**config.mk**
```make
export PLATFORM = sky130hd
export DESIGN_NAME = intr_cpu_deliver
export DESIGN_NICKNAME = d
export VERILOG_FILES = /design/src/rtl/intr_pkg.sv /design/src/rtl/intr_best_pick.sv /design/src/rtl/intr_cpu_deliver.sv
export SDC_FILE = /design/constraint.sdc
export NUM_CORES = 1
export LEC_CHECK = 0
export ABC_AREA = 1
export BUFFER_PORTS_ARGS = -buffer_cell sky130_fd_sc_hd__buf_2
export CAP_MARGIN = 10
export CORE_MARGIN = 8
export CORE_UTILIZATION = 30
export CTS_BUF_LIST = sky130_fd_sc_hd__clkbuf_8
export DETAILED_ROUTE_END_ITERATION = 6
export SLEW_MARGIN = 30
export SYNTH_ARGS = -nofsm -noshare
export SYNTH_HDL_FRONTEND = slang
export SYNTH_SLANG_ARGS = --single-unit
export TNS_END_PERCENT = 50
```
**constraint.sdc**
```tcl
create_clock -name clk -period 61.5 [get_ports clk]
set_input_delay 6.15 -clock clk [delete_from_list [all_inputs] [get_ports clk]]
set_output_delay 6.15 -clock clk [all_outputs]
set_load 0.1 [all_outputs]
```
**src/rtl/intr_pkg.sv**
```systemverilog
// Shared definitions for the per-processor interrupt delivery unit.
package intr_pkg;
    // Register select codes on the processor register port.
    typedef enum logic [1:0] {
        SEL_TASK = 2'd0,
        SEL_ACK  = 2'd1,
        SEL_EOI  = 2'd2,
        SEL_WHO  = 2'd3
    } reg_sel_e;
endpackage

```
**src/rtl/intr_best_pick.sv**
```systemverilog
// Combinational best-entry scan over a member set.
// Picks the member with the highest table priority; equal priorities
// resolve to the lowest index because the comparison is strict while
// scanning upward. An empty set reports found=0 and priority -1.
module intr_best_pick #(
    parameter int N  = 16,
    parameter int PW = 5,
    parameter int IW = 4
) (
    input  logic [N-1:0]      member,
    input  logic [N*PW-1:0]   prio_flat,
    output logic              found,
    output logic [IW-1:0]     idx,
    output logic signed [PW:0] prio
);
    // Upward scan keeping the first strictly-better member.
    always_comb begin
        found = 1'b0;
        idx   = '0;
        prio  = '1;
        for (int i = 0; i < N; i++) begin
            if (member[i] && ($signed({1'b0, prio_flat[i*PW +: PW]}) > prio)) begin
                found = 1'b1;
                idx   = IW'(i);
                prio  = $signed({1'b0, prio_flat[i*PW +: PW]});
            end
        end
    end
endmodule

```
**src/rtl/intr_cpu_deliver.sv**
```systemverilog
// Per-processor interrupt delivery unit.
// Keeps raised and in-service sets, a task-priority threshold and
// per-source activity flags; drives a level interrupt line.
// Assumes: read and write strobes never coincide; strobes are one-cycle
// pulses; dlv_src < NUM_SRC. Acknowledge/EOI are applied before a
// delivery in the same cycle.
module intr_cpu_deliver #(
    parameter int          NUM_SRC  = 16,
    parameter int          PRIO_W   = 5,
    parameter int          VEC_W    = 8,
    parameter int          TASK_W   = 4,
    parameter int          DATA_W   = 32,
    parameter int          UNIT_ID  = 0,
    parameter logic [7:0]  SPUR_VEC = 8'hFF,
    localparam int         SRC_W    = (NUM_SRC > 1) ? $clog2(NUM_SRC) : 1
) (
    input  logic                       clk,
    input  logic                       rst_n,
    input  logic                       dlv_valid,
    input  logic [SRC_W-1:0]           dlv_src,
    input  logic [PRIO_W-1:0]          dlv_prio,
    input  logic [NUM_SRC*PRIO_W-1:0]  src_prio_flat,
    input  logic [NUM_SRC*VEC_W-1:0]   src_vec_flat,
    input  logic [NUM_SRC-1:0]         src_level,
    input  logic [NUM_SRC-1:0]         src_quiet,
    input  logic                       rd_en,
    input  logic [1:0]                 rd_sel,
    input  logic                       wr_en,
    input  logic [1:0]                 wr_sel,
    input  logic [DATA_W-1:0]          wr_data,
    output logic [DATA_W-1:0]          rd_data,
    output logic                       irq_out,
    output logic                       ack_clr,
    output logic [SRC_W-1:0]           ack_clr_src,
    output logic [NUM_SRC-1:0]         src_active
);
    import intr_pkg::*;

    localparam int NPICK = 4;   // raised, in-service, raised-after-op, in-service-after-op

    logic [NUM_SRC-1:0] raised_q, svc_q, active_q;
    logic [TASK_W-1:0]  task_q;
    logic               irq_q, clr_q;
    logic [SRC_W-1:0]   clr_src_q;
    logic [DATA_W-1:0]  rd_q;

    logic [NUM_SRC-1:0]       pk_set  [NPICK];
    logic                     pk_any  [NPICK];
    logic [SRC_W-1:0]         pk_idx  [NPICK];
    logic signed [PRIO_W:0]   pk_prio [NPICK];

    logic [NUM_SRC-1:0] raised_a, svc_a, act_a, raised_n, act_n;
    logic [VEC_W-1:0]   ack_vec;
    logic               ack_op, eoi_op, task_wr, ack_edge;
    logic               dlv_ok, dlv_fire, eoi_fire;

    assign ack_op  = rd_en && (rd_sel == SEL_ACK);
    assign eoi_op  = wr_en && (wr_sel == SEL_EOI);
    assign task_wr = wr_en && (wr_sel == SEL_TASK);

    // One best-entry scanner per set of interest.
    for (genvar g = 0; g < NPICK; g++) begin : g_pick
        intr_best_pick #(.N(NUM_SRC), .PW(PRIO_W), .IW(SRC_W)) u_pick (
            .member   (pk_set[g]),
            .prio_flat(src_prio_flat),
            .found    (pk_any[g]),
            .idx      (pk_idx[g]),
            .prio     (pk_prio[g])
        );
    end

    // Route the current and post-operation sets to the scanners.
    always_comb begin
        pk_set[0] = raised_q;
        pk_set[1] = svc_q;
        pk_set[2] = raised_a;
        pk_set[3] = svc_a;
    end

    // Register operation stage: acknowledge or end-of-interrupt.
    always_comb begin
        raised_a = raised_q;
        svc_a    = svc_q;
        act_a    = active_q & ~src_quiet;
        ack_vec  = VEC_W'(SPUR_VEC);
        ack_edge = 1'b0;
        if (ack_op && pk_any[0]) begin
            raised_a[pk_idx[0]] = 1'b0;
            if (act_a[pk_idx[0]] &&
                (src_prio_flat[pk_idx[0]*PRIO_W +: PRIO_W] > PRIO_W'(task_q))) begin
                svc_a[pk_idx[0]] = 1'b1;
                ack_vec = src_vec_flat[pk_idx[0]*VEC_W +: VEC_W];
            end else begin
                act_a[pk_idx[0]] = 1'b0;
            end
            if (!src_level[pk_idx[0]]) begin
                act_a[pk_idx[0]] = 1'b0;
                ack_edge = 1'b1;
            end
        end
        if (eoi_op && pk_any[1]) begin
            svc_a[pk_idx[1]] = 1'b0;
        end
    end

    // Delivery stage, judged against the post-operation sets.
    always_comb begin
        dlv_ok   = dlv_valid && (dlv_prio > PRIO_W'(task_q)) && !raised_a[dlv_src];
        dlv_fire = dlv_ok && ($signed({1'b0, dlv_prio}) >= pk_prio[2]) &&
                   (!pk_any[3] || ($signed({1'b0, dlv_prio}) > pk_prio[3]));
        eoi_fire = eoi_op && pk_any[2] && (!pk_any[3] || (pk_prio[2] > pk_prio[3]));
        raised_n = raised_a;
        act_n    = act_a;
        if (dlv_ok) begin
            raised_n[dlv_src] = 1'b1;
            act_n[dlv_src]    = 1'b1;
        end
    end

    // State registers: sets, flags, threshold and interrupt line.
    always_ff @(posedge clk) begin
        if (!rst_n) begin
            raised_q  <= '0;
            svc_q     <= '0;
            active_q  <= '0;
            task_q    <= '1;
            irq_q     <= 1'b0;
            clr_q     <= 1'b0;
            clr_src_q <= '0;
        end else begin
            raised_q  <= raised_n;
            svc_q     <= svc_a;
            active_q  <= act_n;
            irq_q     <= (irq_q && !ack_op) || eoi_fire || dlv_fire;
            clr_q     <= ack_edge;
            clr_src_q <= ack_edge ? pk_idx[0] : clr_src_q;
            if (task_wr) task_q <= wr_data[TASK_W-1:0];
        end
    end

    // Registered read data for the processor port.
    always_ff @(posedge clk) begin
        if (!rst_n) begin
            rd_q <= '0;
        end else if (rd_en) begin
            case (rd_sel)
                SEL_TASK: rd_q <= DATA_W'(task_q);
                SEL_ACK:  rd_q <= DATA_W'(ack_vec);
                SEL_EOI:  rd_q <= '0;
                default:  rd_q <= DATA_W'(UNIT_ID);
            endcase
        end
    end

    assign rd_data     = rd_q;
    assign irq_out     = irq_q;
    assign ack_clr     = clr_q;
    assign ack_clr_src = clr_src_q;
    assign src_active  = active_q;
endmodule

```
==> summary.md, run 1 <==
| Metric | Value |
|---|---|
| Run status | finished clean |
| ANT nets after route | 0 |
| Hold Crit Class | reg -> reg |
| Per-cell via count in the routed design | 5.15 |
| Highest cell delay on the worst timing path | 0.85 ns |
| Largest family of logic cells by synthesized area | simple AND/OR/NAND/NOR gates |
| Wire length of the first global-routing pass | 107000 um |
| Post-synth EDFFs | 0 |
| CTS Sinks | 66 |
| Transition at the pin with the smallest max-transition slack | 1.02 ns |
| Post-route clock skew | 0.0207 ns |
| Number of levels the H-tree was split into | 3 |
| Number of setup violations in the final report | 0 |
| Count of buffering cells on the critical path with inverters included | 8 |
| Critical path fanouts, max | 38 |
| Filler-free cell count of the finished design | 3841 |
| CORE AREA | 56200 um^2 |
| CTS tree | built |
| I/O pins | 344 |
| Start of the worst register-to-register path | raised_q[0] |
| Seq/Total Area, Yosys | 7.79% |
| DRC marker count from the first detailed-route iteration | 1247 |
| Worst Hold Launch | rd_data[5] |
| Compound-gate portion of the synthesized area | 28.7% |
| Top FF cell, synth | sky130_fd_sc_hd__dfxtp_1 |
| Buffer count from post-CTS setup fixing | 0 |
| Gp weighted congestion | 0.925 |
| Post-route clock period utilization | 84.8% |
| Cell count of the worst hold path | 2 |
| Worst Setup Slack, final | 9.34 ns |
| Worst slack, placed | 9.43 ns |
| Register-to-Register Setup Slack | 14.68 ns |
| Via total after detailed routing | 19771 |
| Share of synthesized registers carrying an async set or reset | 0% |
| Type of the setup path with the least slack | in -> reg |
| Antenna violations before repair | 5 |
| Detailed Route WL | 69400 um |
| Setup total negative slack | 0 ns |
| Fraction of final layout cells with drive strength greater than 1 | 14.9% |
| IR drop worst, VDD | 0.00930 mV |
| Cts repair resizes | 0 |
| Pre-antenna DRT Iters | 5 |
| Mapped Area | 17000 um^2 |
| Number of global-route vias before repair | 19231 |
| PnR Total Power | 196 uW |
| Reported max-cap violation count | 0 |
| Worst R2R Path Depth | 253 |
| Number of placed instances with taps included | 3824 |
| Worst-path clk slew | 0.08 ns |
| Cell repeated most along the worst path | sky130_fd_sc_hd__o21ai_0 |
| Flop and latch count out of synthesis | 66 |
| Ys Warns | 0 |
| Adder-cell area share of the yosys netlist | 21.5% |
| Power density of the placed cells | 10.2 nW/um^2 |
| Full die area | 64400 um^2 |
| WL/cell | 18.1 um |
| Effective utilization at floorplan | 30.2% |
| Endpoint of the worst-slack reg-to-reg timing path | irq_out |
| Max Freq | 19.2 MHz |
| Number of standard cells after synthesis | 2836 |
| Kind of end point of the critical path | flip-flop |
| Dpl hpwl | 59300 um |
| Terminating pin of the worst hold path | rd_data[5] |
| Port-buffer cells | 291 |
| Area share of xor/xnor cells in the synthesized design | 0% |
| Cell type group with the largest total delay on the critical path | compound AO/OA/AOI/OAI gates |
| Final-layout fill cell count | 6458 |
| Crit start category | input port |
| Total count of hold-check failures in the final report | 0 |
| # DRC | 0 |
| Maximum number of pins on one net before global-route repair | 56 |
| Number of buffers added to fix hold violations after cts | 0 |
| Die height | 254 um |
| Global-route total usage across every layer | 21.0% |
| Width of the die | 254 um |
| Unrepaired setup endpoints after global routing | no |
| Cell chosen for the clock root | sky130_fd_sc_hd__clkbuf_8 |
| Final number of max-transition violations | 0 |
| Number of nets at the end of the flow | 3661 |
| Min cycle time layout | 52.16 ns |
| Clk Latency, worst-skew pair | 0.39 ns |
| Worst EP required | 61.73 ns |
| Critical Path Slowest Stage Cell | sky130_fd_sc_hd__nor2_4 |
| Total CTS buffers | 9 |
| Slew Limit Headroom | 31.8% |
| Number of buffers on the longest clock path | 2 |
| Post-Synthesis Mean Instance Area | 5.98 um^2 |
| Worst endpoint data arrival time | 52.39 ns |
| Count of standard-cell rows | 87 |
| Proportion of synthesized area in mux cells | 0% |
| Static leakage | 10.2 nW |
| GR Overflow Total | 0 |
| Area fraction in and, or, nand and nor cells after synthesis | 30.5% |
| Number of different library cells in the post-synthesis netlist | 67 |
| Synthesis-to-finish area growth | 13.4% |
## cells by family after synthesis
group / count (synthesis)
adders and majority gates: 292
other: 1
buffers and inverters: 469
AOI/OAI and AO/OA: 837
and+or+nand+nor: 1171
DFF: 66
## cell type report
type	instances	area, um^2	share of cell area (%)
well taps	756	946	4.92
clock inverters	7	51.3	0.267
diodes	1	2.50	0.0130
flip-flops and latches	66	1320	6.87
clock buffers	9	124	0.644
repair buffers	304	1590	8.29
multi-input cells	2324	13800	71.7
inverters	374	1410	7.35
## layout by cell type (no fill, tap or decap), drive strengths merged, types with 2 or more instances in the layout
master    count
ha          292
a21oi       227
nand3       159
or4           3
conb         24
clkbuf        9
o22ai        26
nand2       775
o21bai       18
o21a         16
o31ai         2
a41oi        19
a22oi        77
or2           5
nor3         14
a2111o        5
nand3b        8
o211ai        7
inv         376
a21boi       11
dfxtp        66
nand4         9
nor2        190
a221oi        5
nor4          5
o2111a        2
o32ai        12
clkinvlp      2
clkinv        3
o21ai       396
o221ai        7
buf         304
o2111ai       2
## worst max path at each step
stage / cells past startpoint / end / slack, ns / start
6_report: 253 / irq_out / 9.34 / src_prio_flat[4]
5_1_grt: 263 / irq_out / 3.48 / src_prio_flat[4]
4_1_cts: 255 / irq_out / 9.78 / src_prio_flat[4]
3_5_place_dp: 257 / irq_out / 9.43 / src_prio_flat[4]
3_3_place_gp: 257 / irq_out / 9.70 / src_prio_flat[4]
2_1_floorplan: 277 / irq_out / 16.68 / src_prio_flat[4]
## power breakdown
part	leakage (nW)	switching, mW	total (mW)	internal (mW)
clock	0.0864	0.0227	0.0376	0.0149
combinational	9.57	0.0778	0.115	0.0368
sequential	0.534	0.000594	0.0442	0.0436
total	10.2	0.101	0.196	0.0953
## per-stage QoR
step | util [%] | area (um^2) | hold slack [ns]
after global placement | 33.8 | 19000 | 0.453
after CTS | 34.2 | 19200 | 0.469
after global routing | 34.2 | 19200 | 0.490
final | 34.2 | 19200 | 0.465
after floorplan | - | 17100 | 0.479
after detailed placement | 33.9 | 19100 | 0.457
## cells in the mapped netlist (5+ instances only)
library cell               instances  area share, %
sky130_fd_sc_hd__o21bai_1         17           0.75
sky130_fd_sc_hd__o221ai_1          7           0.36
sky130_fd_sc_hd__nand2_1         723             16
sky130_fd_sc_hd__clkbuf_1         42           0.93
sky130_fd_sc_hd__nand3_2          25            1.5
sky130_fd_sc_hd__inv_1           352            7.8
sky130_fd_sc_hd__a21boi_1          5           0.22
sky130_fd_sc_hd__a21oi_2           6           0.31
sky130_fd_sc_hd__nor4_1            5           0.18
sky130_fd_sc_hd__nor2_1          174            3.8
sky130_fd_sc_hd__o21ai_1          17           0.50
sky130_fd_sc_hd__nand2_2          39            1.4
sky130_fd_sc_hd__o211ai_1          6           0.27
sky130_fd_sc_hd__o32ai_1          12           0.62
sky130_fd_sc_hd__a41oi_1          19           0.98
sky130_fd_sc_hd__ha_1            292             22
sky130_fd_sc_hd__o21a_1           16           0.71
sky130_fd_sc_hd__a21boi_2          5           0.33
sky130_fd_sc_hd__buf_4            25            1.1
sky130_fd_sc_hd__buf_6             9           0.60
sky130_fd_sc_hd__dfxtp_1          66            7.8
sky130_fd_sc_hd__a221oi_1          5           0.26
sky130_fd_sc_hd__a22oi_1          77            3.4
sky130_fd_sc_hd__o22ai_1          26           0.96
sky130_fd_sc_hd__nand3b_1          8           0.35
sky130_fd_sc_hd__nand3_1         132            3.9
sky130_fd_sc_hd__o21ai_0         376             11
sky130_fd_sc_hd__nor2_2            8           0.30
sky130_fd_sc_hd__nand4_1           7           0.26
sky130_fd_sc_hd__nand2_4          13           0.86
sky130_fd_sc_hd__inv_2            19           0.42
sky130_fd_sc_hd__buf_1            14           0.31
sky130_fd_sc_hd__nor2_4            8           0.53
sky130_fd_sc_hd__a2111o_1          5           0.33
sky130_fd_sc_hd__nor3_1           13           0.38
sky130_fd_sc_hd__a21oi_1         219            6.5
## worst min-delay path: stages (launching register included)
cell,delay [ns]
sky130_fd_sc_hd__dfxtp_1,0.31
sky130_fd_sc_hd__nand2_1,0.06
sky130_fd_sc_hd__a21oi_1,0.05
## per-layer routing
metal	global-route usage, %	routed length, um	part of all wire (%)
met2	37.0	32700	47
met3	2.69	4180	6.0
met4	5.16	1600	2.3
met5	0	29	0.042
met1	26.7	30900	45
## sequential cells by signal (all words and copies together) (netlist names)
signal / count
src_active: 16
rd_data: 8
ack_clr: 1
irq_out: 1
ack_clr_src: 4
raised_q: 16
svc_q: 16
task_q: 4
No activity file was read; power rests on OpenSTA's default activity.
==> run 2, diff against run 1 <==
ABC_AREA = 0   (was 1)
clock period = 43 ns   (was 61.5 ns; I/O delays follow)
==> summary.md, run 2 <==
| Metric | Value |
|---|---|
| Run status | finished with violations |
| Failing checks | setup timing |
| Global-route total usage across every layer | 24.4% |
| Mapped Area | 18800 um^2 |
| Clk Latency, worst-skew pair | 0.38 ns |
| Power density of the placed cells | 12.7 nW/um^2 |
| Start of the worst register-to-register path | raised_q[0] |
| Number of standard cells after synthesis | 2717 |
| Max Freq | 20.7 MHz |
| Post-Synthesis Mean Instance Area | 6.92 um^2 |
| Antenna violations before repair | 3 |
| Share of synthesized registers carrying an async set or reset | 0% |
| Crit start category | input port |
| Number of buffers on the longest clock path | 2 |
| Per-cell via count in the routed design | 5.45 |
| Die height | 266 um |
| Number of different library cells in the post-synthesis netlist | 111 |
| I/O pins | 344 |
| Count of buffering cells on the critical path with inverters included | 30 |
| Unrepaired setup endpoints after global routing | yes |
| Top cell type by total area after synthesis | sky130_fd_sc_hd__ha_1 |
| Terminating pin of the worst hold path | ack_clr_src[1] |
| GR Overflow Total | 0 |
| Port-buffer cells | 291 |
| Full die area | 70900 um^2 |
| CTS tree | built |
| Total count of hold-check failures in the final report | 0 |
| Gp weighted congestion | 0.997 |
| Transition at the pin with the smallest max-transition slack | 0.994 ns |
| Width of the die | 266 um |
| Most instantiated library cell after synthesis | sky130_fd_sc_hd__ha_1 |
| WL/cell | 20.3 um |
| Worst-path clk slew | 0.08 ns |
| Top cell type's share of synthesized area | 19.4% |
| Cell chosen for the clock root | sky130_fd_sc_hd__clkbuf_8 |
| Via total after detailed routing | 24418 |
| Post-route clock skew | 0.0200 ns |
| Worst Setup Slack, final | -5.40 ns |
| Endpoint of the worst-slack reg-to-reg timing path | irq_out |
| Synthesis-to-finish area growth | 47.8% |
| Number of nets at the end of the flow | 4223 |
| Commonest non-fill, non-tap cell in the layout | sky130_fd_sc_hd__buf_4 |
| Post-route clock period utilization | 113% |
| Highest cell delay on the worst timing path | 0.46 ns |
| Worst R2R Path Depth | 262 |
| CTS Sinks | 66 |
| # DRC | 0 |
| Critical path fanouts, max | 13 |
| Hold Crit Class | reg -> reg |
| Highest-count cells in the layout ignoring fill and taps | sky130_fd_sc_hd__buf_4, sky130_fd_sc_hd__buf_2, sky130_fd_sc_hd__nand2_1 |
| Static leakage | 13.9 nW |
| Dpl hpwl | 77300 um |
| Final number of max-transition violations | 0 |
| DRC marker count from the first detailed-route iteration | 2062 |
| Total CTS buffers | 9 |
| PnR Total Power | 353 uW |
| Min cycle time layout | 48.40 ns |
| Cell count of the worst hold path | 2 |
| Count of standard-cell rows | 91 |
| Number of levels the H-tree was split into | 3 |
| Effective utilization at floorplan | 30.4% |
| Pre-antenna DRT Iters | 6 |
| Type of the setup path with the least slack | in -> reg |
| IR drop worst, VDD | 0.0133 mV |
| Seq/Total Area, Yosys | 7.03% |
| Slew Limit Headroom | 33.0% |
| Fraction of final layout cells with drive strength greater than 1 | 37.1% |
| Ys Warns | 0 |
| Worst EP required | 43.25 ns |
| Cell repeated most along the worst path | sky130_fd_sc_hd__ha_1 |
| Number of global-route vias before repair | 23889 |
| Kind of end point of the critical path | flip-flop |
| Cell type group with the largest total delay on the critical path | compound AO/OA/AOI/OAI gates |
| Worst Hold Launch | ack_clr_src[1] |
| Flop and latch count out of synthesis | 66 |
| Wire length of the first global-routing pass | 138000 um |
| Critical Path Slowest Stage Cell | sky130_fd_sc_hd__o41a_1 |
| Number of buffers added to fix hold violations after cts | 0 |
| Setup total negative slack | -5.40 ns |
| Top cells by area in the synthesized netlist | sky130_fd_sc_hd__ha_1, sky130_fd_sc_hd__dfxtp_1, sky130_fd_sc_hd__a21oi_1 |
| Post-synth EDFFs | 0 |
| Detailed Route WL | 91100 um |
| Worst endpoint data arrival time | 48.66 ns |
| Register-to-Register Setup Slack | -1.66 ns |
| Leading cell types by count after synthesis | sky130_fd_sc_hd__ha_1, sky130_fd_sc_hd__nand2_1, sky130_fd_sc_hd__nor2_1 |
| Number of setup violations in the final report | 1 |
| CORE AREA | 61800 um^2 |
| Maximum number of pins on one net before global-route repair | 72 |
| ANT nets after route | 0 |
| Reported max-cap violation count | 0 |
| Top FF cell, synth | sky130_fd_sc_hd__dfxtp_1 |
## run 2: cell count changes in the layout (fill, tap and decap cells not counted), moves of 56 or more
cell / previous run / this run
sky130_fd_sc_hd__nor2_1: 173 / 262
sky130_fd_sc_hd__nor2b_1: 0 / 98
sky130_fd_sc_hd__a31oi_1: 1 / 57
sky130_fd_sc_hd__inv_1: 352 / 212
sky130_fd_sc_hd__nand3_1: 132 / 54
sky130_fd_sc_hd__mux2i_1: 0 / 79
sky130_fd_sc_hd__a22oi_1: 77 / 5
sky130_fd_sc_hd__a211oi_1: 1 / 64
sky130_fd_sc_hd__nand2b_1: 0 / 62
sky130_fd_sc_hd__nand2_1: 723 / 278
sky130_fd_sc_hd__o21ai_0: 371 / 99
sky130_fd_sc_hd__buf_4: 11 / 706
## run 2: timing repair
item,in CTS,in global routing
setup buffers,23,12
resized for setup,55,49
pin swaps,21,27
cloned,4,3
setup endpoints to repair,1,1
## run 2: where the power goes
group | switching (mW) | internal (mW)
clock network | 0.0312 | 0.0225
logic | 0.139 | 0.0969
registers | 0.00135 | 0.0623
## run 2: area by class of cell
type                            count  area [um^2]
Inverter                          220          826
Multi-Input combinational cell   2340        17500
Antenna cell                        1         2.50
Clock buffer                       10          138
Timing Repair Buffer             1004         6880
Fill cell                        6296        34000
Tap cell                          837         1050
Sequential cell                    66         1320
Clock inverter                      6         42.5
## run 2: metrics by stage
stage                     hold slack, ns  setup WS, ns  cell area, um^2  util, %  cells
after floorplan                    0.498         -4.08            20000        -   2740
after global placement             0.477         -6.73            26900     43.5   4425
after detailed placement           0.480         -7.24            26900     43.5   4425
after CTS                          0.505         -4.91            27500     44.5   4468
after global routing               0.513         -8.17            27800     45.0   4483
final                              0.504         -5.40            27800     45.0   4484
## run 2: cell families (layout without fill, tap and decap cells)
group                    count (synthesis)  count (layout)  synth area share [%]
multiplexers                           159             159                  9.22
XOR/XNOR                                16              16                 0.745
adder cells (fa/ha/maj)                298             298                  19.8
buffers and inverters                  341            1240                  7.51
flip-flops                              66              66                  7.03
AND/OR/NAND/NOR                        970             971                  24.5
other                                    1              25                0.0199
AO/OA/AOI/OAI                          866             872                  31.2
## run 2: tightest hold or removal path: stages (launching register included)
cell and delay (ns):
sky130_fd_sc_hd__dfxtp_1 0.31, sky130_fd_sc_hd__nor2_1 0.09, sky130_fd_sc_hd__a211oi_1 0.05
## run 2: worst max path at each step
stage,startpoint,endpoint,cells past startpoint
2_1_floorplan,src_prio_flat[4],irq_out,270
3_3_place_gp,src_prio_flat[4],irq_out,278
3_5_place_dp,src_prio_flat[4],irq_out,276
4_1_cts,src_prio_flat[1],irq_out,257
5_1_grt,src_prio_flat[4],irq_out,282
6_report,src_prio_flat[4],irq_out,263
## run 2: layer usage
metal | wire, um | track usage (%) | vias up | part of all wire [%]
li1 | - | - | 11856 | -
met1 | 38600 | 30.6 | 11250 | 42
met2 | 41500 | 41.3 | 1096 | 46
met3 | 6480 | 3.64 | 214 | 7.1
met4 | 4510 | 10.5 | 2 | 5.0
met5 | 16 | 0 | - | 0.018
